### src/rtl/spi_regport_pkg.sv
`timescale 1ns/1ps
package spi_regport_pkg;
  localparam int BYTE_W = 8;
  localparam int ADDR_W = 6;
  localparam logic [ADDR_W-1:0] WIN_LO    = 6'h30;
  localparam logic [ADDR_W-1:0] WIN_HI    = 6'h3D;
  localparam logic [ADDR_W-1:0] FIFO_PORT = 6'h3F;

  typedef struct packed {
    logic              rd;
    logic              burst;
    logic [ADDR_W-1:0] addr;
  } hdr_t;

  typedef enum logic [2:0] {
    ACC_REG, ACC_STROBE, ACC_STS, ACC_RO, ACC_TXF, ACC_RXF
  } acc_e;

  function automatic acc_e classify(input hdr_t h);
    if (h.addr == FIFO_PORT)
      return h.rd ? ACC_RXF : ACC_TXF;
    if (h.addr >= WIN_LO && h.addr <= WIN_HI) begin
      if (!h.burst) return ACC_STROBE;
      return h.rd ? ACC_STS : ACC_RO;
    end
    return ACC_REG;
  endfunction
endpackage

### src/rtl/spi_sync.sv
`timescale 1ns/1ps
module spi_sync #(
  parameter int              W       = 3,
  parameter int              STAGES  = 2,
  parameter logic [W-1:0]    RST_VAL = '0
) (
  input  logic         clk,
  input  logic         rst,
  input  logic [W-1:0] d,
  output logic [W-1:0] q
);
  logic [W-1:0] stg [STAGES];

  for (genvar s = 0; s < STAGES; s++) begin : g_stg
    always_ff @(posedge clk) begin
      if (rst) stg[s] <= RST_VAL;
      else if (s == 0) stg[s] <= d;
      else stg[s] <= stg[(s == 0) ? 0 : s-1];
    end
  end

  assign q = stg[STAGES-1];
endmodule

### src/rtl/spi_shift_engine.sv
`timescale 1ns/1ps
module spi_shift_engine
  import spi_regport_pkg::*;
#(
  parameter int FILL_W = 4
) (
  input  logic              clk,
  input  logic              rst,
  input  logic              sclk_s,
  input  logic              cs_act,
  input  logic              mosi_s,
  input  logic              ld,
  input  logic [BYTE_W-1:0] ld_byte,
  input  logic              ld_patch,
  input  logic [FILL_W-1:0] nib_tx,
  input  logic [FILL_W-1:0] nib_rx,
  output logic              byte_vld,
  output logic [BYTE_W-1:0] rx_byte,
  output logic              miso
);
  localparam int CNT_W = $clog2(BYTE_W);

  logic              sclk_q, patch_q;
  logic [CNT_W-1:0]  bit_cnt;
  logic [BYTE_W-2:0] rx_sh;
  logic [BYTE_W-1:0] tx_sh;
  logic              rise, fall;

  assign rise = sclk_s & ~sclk_q;
  assign fall = ~sclk_s & sclk_q;
  assign miso = tx_sh[BYTE_W-1];

  always_ff @(posedge clk) begin
    if (rst) begin
      sclk_q <= 1'b0; patch_q <= 1'b0; bit_cnt <= '0;
      rx_sh <= '0; tx_sh <= '0; byte_vld <= 1'b0; rx_byte <= '0;
    end else begin
      sclk_q   <= sclk_s;
      byte_vld <= 1'b0;
      if (!cs_act) begin
        bit_cnt <= '0;
        tx_sh   <= '0;
        patch_q <= 1'b0;
      end else begin
        if (rise) begin
          rx_sh   <= {rx_sh[BYTE_W-3:0], mosi_s};
          bit_cnt <= bit_cnt + 1'b1;
          if (bit_cnt == CNT_W'(BYTE_W-1)) begin
            byte_vld <= 1'b1;
            rx_byte  <= {rx_sh, mosi_s};
          end
          // level field chosen once the read/write bit of the header is seen
          if (bit_cnt == '0 && patch_q) begin
            tx_sh[FILL_W-1:0] <= mosi_s ? nib_rx : nib_tx;
            patch_q <= 1'b0;
          end
        end
        if (fall && bit_cnt != '0)
          tx_sh <= {tx_sh[BYTE_W-2:0], 1'b0};
        if (ld) begin
          tx_sh   <= ld_byte;
          patch_q <= ld_patch;
        end
      end
    end
  end


  miso_idle_chk: assert property (@(posedge clk) disable iff (rst)
    !cs_act |=> !miso);


  byte_pulse_chk: assert property (@(posedge clk) disable iff (rst)
    byte_vld |=> !byte_vld);
endmodule

### src/rtl/spi_access_ctrl.sv
`timescale 1ns/1ps
module spi_access_ctrl
  import spi_regport_pkg::*;
#(
  parameter int STATE_W = 3,
  parameter int FILL_W  = 4
) (
  input  logic               clk,
  input  logic               rst,
  input  logic               cs_act,
  input  logic               byte_vld,
  input  logic [BYTE_W-1:0]  rx_byte,
  input  logic [STATE_W-1:0] core_state,
  input  logic [FILL_W-1:0]  tx_space,
  input  logic [FILL_W-1:0]  rx_level,
  input  logic [BYTE_W-1:0]  reg_rdata,
  input  logic [BYTE_W-1:0]  rxf_data,
  output logic               ld,
  output logic [BYTE_W-1:0]  ld_byte,
  output logic               ld_patch,
  output logic [ADDR_W-1:0]  reg_addr,
  output logic [BYTE_W-1:0]  reg_wdata,
  output logic               reg_we,
  output logic               reg_re,
  output logic               sts_re,
  output logic               strobe_vld,
  output logic [ADDR_W-1:0]  strobe_addr,
  output logic               txf_push,
  output logic [BYTE_W-1:0]  txf_data,
  output logic               rxf_pop
);
  localparam int PAD_W = BYTE_W - STATE_W - FILL_W;

  hdr_t              hdr;
  acc_e              cls, kind;
  logic              cs_q, in_data, rd_q, burst_q, pend_rx;
  logic [1:0]        pend_cnt;
  logic [ADDR_W-1:0] addr_q;

  assign hdr = hdr_t'(rx_byte);
  assign cls = classify(hdr);

  function automatic logic [BYTE_W-1:0] stat(input logic rd);
    return {{PAD_W{1'b0}}, core_state, rd ? rx_level : tx_space};
  endfunction

  always_ff @(posedge clk) begin
    if (rst) begin
      cs_q <= 1'b0; in_data <= 1'b0; rd_q <= 1'b0; burst_q <= 1'b0;
      pend_rx <= 1'b0; pend_cnt <= '0; addr_q <= '0; kind <= ACC_REG;
      ld <= 1'b0; ld_byte <= '0; ld_patch <= 1'b0;
      reg_addr <= '0; reg_wdata <= '0; reg_we <= 1'b0; reg_re <= 1'b0;
      sts_re <= 1'b0; strobe_vld <= 1'b0; strobe_addr <= '0;
      txf_push <= 1'b0; txf_data <= '0; rxf_pop <= 1'b0;
    end else begin
      cs_q <= cs_act;
      ld <= 1'b0; reg_we <= 1'b0; reg_re <= 1'b0; sts_re <= 1'b0;
      strobe_vld <= 1'b0; txf_push <= 1'b0; rxf_pop <= 1'b0;
      if (!cs_act) begin
        in_data  <= 1'b0;
        pend_cnt <= '0;
      end else if (!cs_q) begin
        ld <= 1'b1; ld_byte <= stat(1'b0); ld_patch <= 1'b1;
      end else if (pend_cnt != '0) begin
        pend_cnt <= pend_cnt - 1'b1;
        if (pend_cnt == 2'd1) begin
          ld <= 1'b1; ld_patch <= 1'b0;
          ld_byte <= pend_rx ? rxf_data : reg_rdata;
        end
      end else if (byte_vld && !in_data) begin
        rd_q <= hdr.rd; burst_q <= hdr.burst; addr_q <= hdr.addr; kind <= cls;
        ld <= 1'b1; ld_patch <= 1'b0; ld_byte <= stat(1'b0);
        in_data <= 1'b1;
        case (cls)
          ACC_STROBE: begin
            strobe_vld <= 1'b1; strobe_addr <= hdr.addr;
            in_data <= 1'b0; ld_patch <= 1'b1;
          end
          ACC_STS: begin
            ld <= 1'b0; sts_re <= 1'b1; reg_addr <= hdr.addr;
            pend_cnt <= 2'd2; pend_rx <= 1'b0;
          end
          ACC_RO:  ld_byte <= '0;
          ACC_RXF: ld_byte <= rxf_data;
          ACC_TXF: ;
          default: if (hdr.rd) begin
            ld <= 1'b0; reg_re <= 1'b1; reg_addr <= hdr.addr;
            pend_cnt <= 2'd2; pend_rx <= 1'b0;
          end
        endcase
      end else if (byte_vld) begin
        // defaults: return to header decoding with a fresh status byte
        ld <= 1'b1; ld_byte <= stat(1'b0); ld_patch <= 1'b1; in_data <= 1'b0;
        case (kind)
          ACC_REG: begin
            if (!rd_q) begin
              reg_we <= 1'b1; reg_addr <= addr_q; reg_wdata <= rx_byte;
            end
            if (burst_q) begin
              in_data <= 1'b1; ld_patch <= 1'b0;
              addr_q  <= addr_q + 1'b1;
              if (rd_q) begin
                ld <= 1'b0; reg_re <= 1'b1; reg_addr <= addr_q + 1'b1;
                pend_cnt <= 2'd2; pend_rx <= 1'b0;
              end
            end
          end
          ACC_TXF: begin
            txf_push <= 1'b1; txf_data <= rx_byte;
            if (burst_q) begin in_data <= 1'b1; ld_patch <= 1'b0; end
          end
          ACC_RXF: begin
            rxf_pop <= 1'b1;
            if (burst_q) begin
              in_data <= 1'b1; ld <= 1'b0; pend_cnt <= 2'd2; pend_rx <= 1'b1;
            end
          end
          default: ;
        endcase
      end
    end
  end


  one_req_chk: assert property (@(posedge clk) disable iff (rst)
    $onehot0({reg_we, reg_re, sts_re, strobe_vld, txf_push, rxf_pop}));


  idle_quiet_chk: assert property (@(posedge clk) disable iff (rst)
    (!cs_act && $past(!cs_act)) |->
      !(reg_we | reg_re | sts_re | strobe_vld | txf_push | rxf_pop));


  strobe_win_chk: assert property (@(posedge clk) disable iff (rst)
    strobe_vld |-> (strobe_addr >= WIN_LO && strobe_addr <= WIN_HI));


  sts_win_chk: assert property (@(posedge clk) disable iff (rst)
    sts_re |-> (reg_addr >= WIN_LO && reg_addr <= WIN_HI));
endmodule

### src/rtl/spi_regport.sv
`timescale 1ns/1ps
module spi_regport
  import spi_regport_pkg::*;
#(
  parameter int SYNC_STAGES = 2,
  parameter int STATE_W     = 3,
  parameter int FILL_W      = 4
) (
  input  logic               clk,
  input  logic               rst,
  input  logic               spi_sclk,
  input  logic               spi_csn,
  input  logic               spi_mosi,
  output logic               spi_miso,
  input  logic [STATE_W-1:0] core_state,
  input  logic [FILL_W-1:0]  tx_space,
  input  logic [FILL_W-1:0]  rx_level,
  output logic [ADDR_W-1:0]  reg_addr,
  output logic [BYTE_W-1:0]  reg_wdata,
  output logic               reg_we,
  output logic               reg_re,
  output logic               sts_re,
  input  logic [BYTE_W-1:0]  reg_rdata,
  output logic               strobe_vld,
  output logic [ADDR_W-1:0]  strobe_addr,
  output logic               txf_push,
  output logic [BYTE_W-1:0]  txf_data,
  output logic               rxf_pop,
  input  logic [BYTE_W-1:0]  rxf_data
);
  logic [2:0]        pins_s;
  logic              byte_vld, ld, ld_patch;
  logic [BYTE_W-1:0] rx_byte, ld_byte;

  spi_sync #(.W(3), .STAGES(SYNC_STAGES), .RST_VAL(3'b010)) u_sync (
    .clk(clk), .rst(rst),
    .d({spi_sclk, spi_csn, spi_mosi}), .q(pins_s)
  );

  spi_shift_engine #(.FILL_W(FILL_W)) u_eng (
    .clk(clk), .rst(rst),
    .sclk_s(pins_s[2]), .cs_act(~pins_s[1]), .mosi_s(pins_s[0]),
    .ld(ld), .ld_byte(ld_byte), .ld_patch(ld_patch),
    .nib_tx(tx_space), .nib_rx(rx_level),
    .byte_vld(byte_vld), .rx_byte(rx_byte), .miso(spi_miso)
  );

  spi_access_ctrl #(.STATE_W(STATE_W), .FILL_W(FILL_W)) u_ctrl (
    .clk(clk), .rst(rst), .cs_act(~pins_s[1]),
    .byte_vld(byte_vld), .rx_byte(rx_byte),
    .core_state(core_state), .tx_space(tx_space), .rx_level(rx_level),
    .reg_rdata(reg_rdata), .rxf_data(rxf_data),
    .ld(ld), .ld_byte(ld_byte), .ld_patch(ld_patch),
    .reg_addr(reg_addr), .reg_wdata(reg_wdata), .reg_we(reg_we),
    .reg_re(reg_re), .sts_re(sts_re),
    .strobe_vld(strobe_vld), .strobe_addr(strobe_addr),
    .txf_push(txf_push), .txf_data(txf_data), .rxf_pop(rxf_pop)
  );
endmodule

### config.mk
export PLATFORM = sky130hd
export DESIGN_NAME = spi_regport
export DESIGN_NICKNAME = d
export VERILOG_FILES = /design/src/rtl/spi_regport_pkg.sv /design/src/rtl/spi_sync.sv /design/src/rtl/spi_shift_engine.sv /design/src/rtl/spi_access_ctrl.sv /design/src/rtl/spi_regport.sv
export SDC_FILE = /design/constraint.sdc
export NUM_CORES = 1
export LEC_CHECK = 0
export BUFFER_PORTS_ARGS = -buffer_cell sky130_fd_sc_hd__buf_2
export CORE_ASPECT_RATIO = 0.75
export CORE_MARGIN = 2
export CORE_UTILIZATION = 50
export CTS_BUF_LIST = sky130_fd_sc_hd__clkbuf_4 sky130_fd_sc_hd__clkbuf_8 sky130_fd_sc_hd__clkbuf_16
export CTS_CLUSTER_SIZE = 12
export DETAILED_ROUTE_END_ITERATION = 16
export PLACE_DENSITY = 0.83
export SYNTH_ARGS = -nofsm -noshare
export SYNTH_HDL_FRONTEND = slang
export SYNTH_SLANG_ARGS = --single-unit
### constraint.sdc
create_clock -name clk -period 2.6 [get_ports clk]
set_input_delay 0.13 -clock clk [delete_from_list [all_inputs] [get_ports clk]]
set_output_delay 0.13 -clock clk [all_outputs]
set_load 0.02 [all_outputs]
== Yosys cells after proc, flatten, opt, wreduce, memory -nomap -nowiden ==
Memories as Yosys holds them, arrays and structs flattened.
Cells that the tools add are included.

* $add $sub $neg: 3
* $mul: 0
* Divide/modulo/power cells: 0
* $lt $le $gt $ge: 2
* Eq/ne operators: 22
* Shifts and indexed selects: 0
* Mux-type cells: 97
* Bitwise logic cells: 14
* Reductions and logical operators: 44

{| class="wikitable"
|+ Operators by type and width
! cell !! number
|-
| 2-to-1 mux 6 bit || 11
|-
| 2-to-1 mux 8 bit || 8
|-
| 2-to-1 mux 1 bit || 52
|-
| 2-to-1 mux 3 bit || 8
|-
| one-hot mux 8 bit (2 select lines) || 1
|-
| == test 3 bit (second input constant) || 5
|-
| nonzero test 3 bit || 5
|-
| 2-to-1 mux 2 bit || 7
|-
| AND reduction 7 bit || 2
|-
| nonzero test 2 bit || 7
|-
| 2-to-1 mux 4 bit || 3
|-
| != test 4 x 1 -> 1 bit (second input constant) || 3
|-
| one-hot mux 6 bit (2 select lines) || 1
|-
| AND reduction 6 bit || 2
|-
| NOT 1 bit || 10
|-
| AND reduction 10 bit || 1
|-
| OR reduction 5 bit || 2
|-
| != test 3 x 1 -> 1 bit (second input constant) || 3
|-
| AND reduction 3 bit || 3
|-
| one-hot mux 1 bit (2 select lines) || 4
|-
| one-hot mux 2 bit (2 select lines) || 2
|-
| AND reduction 8 bit || 1
|-
| OR reduction 4 bit || 2
|-
| OR reduction 7 bit || 1
|-
| other kinds (26) || 38
|}

* Bits in registers: 89
* Bits in latches: 0
* Memory bits (writable): 6
* Bits in read-only memories: 0
* Bits of input ports: 32
* Output and inout port bits: 35
* Word-level logic and storage cells: 212
* Memories kept: 1

{| class="wikitable"
|+ Memories
! memory !! depth !! bits a word !! read ports !! clocked after Yosys merged registers in !! wr ports !! RTL line !! text
|-
| u_sync.stg || 2 || 3 || 2 || 0 || 2 || spi_sync.sv:12 || <nowiki>logic [W-1:0] stg [STAGES];</nowiki>
|}

== Longest topological paths before layout ==
* Depth in word-level cells: 14
* Depth in mapped cells: 9
* Mapped depth without buffers: 7

== By module ==
From an unflattened synthesis, not the netlist that was laid out.

* Cells, all modules: 543
* Area total of the unflattened synthesis: 4,677.0 sq um

{| class="wikitable"
|+ By module, submodules not included
! module !! times used !! cells each !! area an instance (sq um) !! seq. area each (sq um)
|-
| spi_access_ctrl || 1 || 382 || 3,228.1 || 1,201.2
|-
| spi_shift_engine || 1 || 148 || 1,287.5 || 580.6
|-
| spi_sync || 1 || 12 || 157.7 || 120.1
|-
| spi_regport || 1 || 1 || 3.8 || 0.0
|}

== Least setup slack after synthesis ==
Ideal clock, no wire load.

* Path type: flip-flop to flip-flop
* Start: register u_ctrl.pend_cnt[0]
* End: register u_ctrl.txf_data[7]
* Setup time: 128 ps
* Arrival time: 1,766 ps
* Data required time: 2,472 ps
* Slack: 706 ps
* Cell stages (with the launch flop): 10
* Path buffers: 2
* Clock period less this slack: 1,894 ps
* Path through: dfxtp_1 -> inv_1 -> ha_1 -> buf_2 -> nand2_1 -> or3_1 -> buf_2 -> nor2_4 -> mux2i_1 -> nor2_1

* Longest elaborated chain between the ends: 3

{| class="wikitable"
|+ Ends and longest elaborated chain
! what !! RTL line !! text
|-
| start: declaration || spi_access_ctrl.sv:37 || <nowiki>logic [1:0] pend_cnt;</nowiki>
|-
| start signal: assignment || spi_access_ctrl.sv:65 || <nowiki>pend_cnt <= pend_cnt - 1'b1;</nowiki>
|-
| nonzero test 2 bit || spi_access_ctrl.sv:64 || <nowiki>end else if (pend_cnt != '0) begin</nowiki>
|-
| NOT 1 bit (no source line) || -- ||
|-
| AND reduction 6 bit (no source line) || -- ||
|-
| end signal: assignment || spi_access_ctrl.sv:54 || <nowiki>txf_push <= 1'b0; txf_data <= '0; rxf_pop <= 1'b0;</nowiki>
|-
| end signal: assignment || spi_access_ctrl.sv:109 || <nowiki>txf_push <= 1'b1; txf_data <= rx_byte;</nowiki>
|-
| end: declaration || spi_access_ctrl.sv:29 || <nowiki>output logic [BYTE_W-1:0] txf_data,</nowiki>
|}

No other way between the ends.
A chain may end at the register's enable or synchronous reset.

== Final worst setup path ==
* Start: register u_ctrl.burst_q
* End: register u_ctrl.addr_q[3]

* Longest elaborated chain between the ends: 2

{| class="wikitable"
|+ Ends and longest elaborated chain
! what !! RTL line !! text
|-
| start: declaration || spi_access_ctrl.sv:36 || <nowiki>logic cs_q, in_data, rd_q, burst_q, pend_rx;</nowiki>
|-
| start signal: assignment || spi_access_ctrl.sv:71 || <nowiki>rd_q <= hdr.rd; burst_q <= hdr.burst; addr_q <= hdr.addr; kind <= cls;</nowiki>
|-
| nonzero test 2 bit (no source line) || -- ||
|-
| AND reduction 6 bit (no source line) || -- ||
|-
| end signal: assignment || spi_access_ctrl.sv:71 ||
|-
| end signal: assignment || spi_access_ctrl.sv:101 || <nowiki>addr_q <= addr_q + 1'b1;</nowiki>
|-
| end: declaration || spi_access_ctrl.sv:38 || <nowiki>logic [ADDR_W-1:0] addr_q;</nowiki>
|}

No other way between the ends.

==> flow_metrics.py <==
metrics = {
    "cells_and_area": {
        "num_antenna_cells": 0,
        "nets": 627,
        "drive_above_1_share_pct": 19.22,
        "fin_util_pct": 59.11,
        "area.growth.synth_to_final_pct": 15.95,
        "final_cell_area_um2": 5303,
    },
    "global_route": {
        "grt_max_degree": 36,
        "grt_pass1_vias": 3888,
        "overflow": 0,
        "grt_usage_pct": 24.15,
        "antenna_found_initial": 0,
        "grt_pass1_wl_um": 18780,
    },
    "timing": {
        "skew_ps": 7.367,
        "relSlewSlack_pct": 54.90,
        "worst_slack_ps": 464.4,
        "setup_violations": 0,
        "max_freq_ghz": 0.4682,
        "fin_crit_ps": 2136,
        "finalHoldWorstSlack_ps": 39.10,
        "maxSlewViolCount": 0,
        "tns_ps": 0,
        "worst_pin_slew_ps": 676.4,
        "hold_violations": 0,
        "finalCritPeriodShare_pct": 82.14,
        "rsz0062_at_grt": "false",
    },
    "clock_tree": {
        "cts.sinks": 95,
        "postCtsSetupRepairBufs": 0,
        "cts_buffers": 9,
        "cts_tree": "yes",
        "cts_buffer_depth": 2,
        "clk_latency_ps": 350,
        "cts_max_level": 3,
        "clk_pin_slew_ps": 70,
        "cts_root_buffer": "clkbuf_16",
    },
    "synth": {
        "ys_top_cells_by_count": "dfxtp_1 (95), nand2_1 (55), nor2_1 (53)",
        "synthFlopType": "dfxtp_1",
        "synth_edf_count": 0,
        "synth_area_leaders": "dfxtp_1 (42%), mux2i_1 (10%), a21oi_1 (4.6%)",
        "ys_async_sr_fraction_pct": 0,
        "syn_nets": 580,
        "synth_top_cell_area_share_pct": 41.59,
        "yosysMostFrequentCell": "dfxtp_1",
        "yosysWarnings": 0,
        "synthCells": 541,
        "ys_types": 64,
        "synth_top_area_cell": "dfxtp_1",
        "syn_area_per_cell_um2": 8.453,
        "netlist_area_um2": 4573,
        "synth-seq-area-share_pct": 41.59,
        "ys_seq_elements": 95,
    },
    "routing": {
        "vias": 4245,
        "first_pass_iters": 6,
        "drcViolationCount": 0,
        "wl_um": 11810,
        "wire_per_inst_um": 16.75,
        "drt_iter0_drc": 411,
        "via_per_inst": 6.021,
        "antenna_left": 0,
    },
    "place": {
        "port_buffers": 66,
        "placed_cell_area_um2": 4922,
        "dp_worst_setup_slack_ps": 572.0,
        "hpwlAfterDp_um": 8212,
        "gp_congestion": 0.9344,
    },
    "floorplan": {
        "start_util_pct": 50.98,
        "core_area_um2": 8971,
        "io_pins": 67,
        "rows": 30,
        "dieArea_um2": 9935,
        "die-width_um": 114.4,
        "fp.dieH_um": 86.83,
    },
    "job": {
        "cap_violations": 0,
    },
    "setup_path": {
        "startpoint_type": "flip-flop",
        "slowest_stage": "dfxtp_1",
        "cp-end-kind": "flip-flop",
        "cp_max_fo": 17,
        "cp_cell_sequence": "nor4b_1, o21a_1, o21ai_0, a22oi_1, nor2_1",
        "worstSetupPathType": "reg2reg",
        "worstPathRequired_ps": 2830,
        "slowest_delay_ps": 690,
        "crit_arrival_ps": 2370,
        "path_buf_inv": 0,
        "cp_top_family": "compound AO/OA/AOI/OAI gates",
    },
    "power": {
        "p_per_area_nw_per_um2": 588.3,
        "max-vdd-ir-drop_uv": 600.1,
        "p_leak_nw": 2.002,
    },
    "status": {
        "outcome": "complete, no violations",
    },
    "hold_path": {
        "hp-class": "in2reg",
    },
}
[layout make-up]
type | instances | area [µm²]
Fill cell | 762 | 3669
Multi-Input combinational cell | 385 | 2415
Clock buffer | 10 | 232.7
Clock inverter | 6 | 117.6
Inverter | 20 | 75.07
Sequential cell | 95 | 1902
Tap cell | 112 | 140.1
Timing Repair Buffer | 77 | 420.4
[report_power, final]
group          internal (W)  total (W)  leakage, nW  switching (W)
combinational     0.0000436   0.000101         1.07      0.0000577
sequential          0.00147    0.00148        0.767      0.0000115
clock              0.000959    0.00154        0.168       0.000581
[metal layers]
| metal | GRT usage [%] | vias up | part of all wire (%) |
|---|---|---|---|
| li1 | - | 2004 | - |
| met2 | 37.44 | 224 | 45 |
| met4 | 8.869 | 0 | 1.6 |
| met5 | 0 | - | 0 |
| met1 | 31.92 | 1996 | 44 |
| met3 | 7.343 | 21 | 9.2 |
[sequential cells by signal (all words and copies together) (netlist names), 2 cells and up]
signal	flops
u_ctrl.addr_q	6
u_ctrl.kind	3
u_ctrl.ld_byte	8
u_ctrl.pend_cnt	2
u_ctrl.reg_addr	6
u_ctrl.reg_wdata	8
u_ctrl.strobe_addr	6
u_ctrl.txf_data	8
u_eng.bit_cnt	3
u_eng.rx_byte	8
u_eng.rx_sh	7
u_eng.tx_sh	8
u_sync.stg	6
[metrics by stage]
stage,instances,total power [W]
2_1_floorplan,541,0.001563
3_3_place_gp,686,0.001602
3_5_place_dp,686,0.001606
4_1_cts,705,0.003131
5_1_grt,705,0.003202
6_report,705,0.003120
[what timing repair did]
item,CTS,global route
hold endpoints to repair,3,0
gates resized for setup,0,0
hold buffers,3,0
[tightest hold or removal path: stages]
cell     delay (ps)
buf_2           100
nand3_1          60
a21oi_1          50
[path summary, 6_finish.rpt]
| check | end | from | depth (start not counted) | slack, ps |
|---|---|---|---|---|
| worst max-delay path | u_ctrl.addr_q[3] | u_ctrl.burst_q | 5 | 460 |
| worst min-delay path | u_ctrl.ld_byte[2] | tx_space[2] | 3 | 40 |
| worst max register to register | u_ctrl.addr_q[3] | u_ctrl.burst_q | 5 | 460 |
| worst min register to register | u_sync.stg[1][1] | u_sync.stg[0][1] | 1 | 410 |
[cell usage in the layout, fill, tap and decap left out, types with 10 or more instances in the layout]
cell	n
nor3_1	13
o21ai_0	29
nand3_1	20
nand2_1	55
nor2_1	53
a21oi_1	42
nor2b_1	10
dfxtp_1	95
inv_1	20
mux2i_1	46
buf_2	66
[kinds of logic after synthesis]
family | count (synthesis) | synth area share (%)
adders and majority gates | 7 | 1.915
AOI/OAI and AO/OA | 125 | 17.24
buffers and inverters | 61 | 5.609
xor gates and xnor gates | 2 | 0.3831
and+or+nand+nor | 199 | 21.72
DFF | 95 | 41.59
muxes | 52 | 11.55
Power figures use the tool's default switching activity.
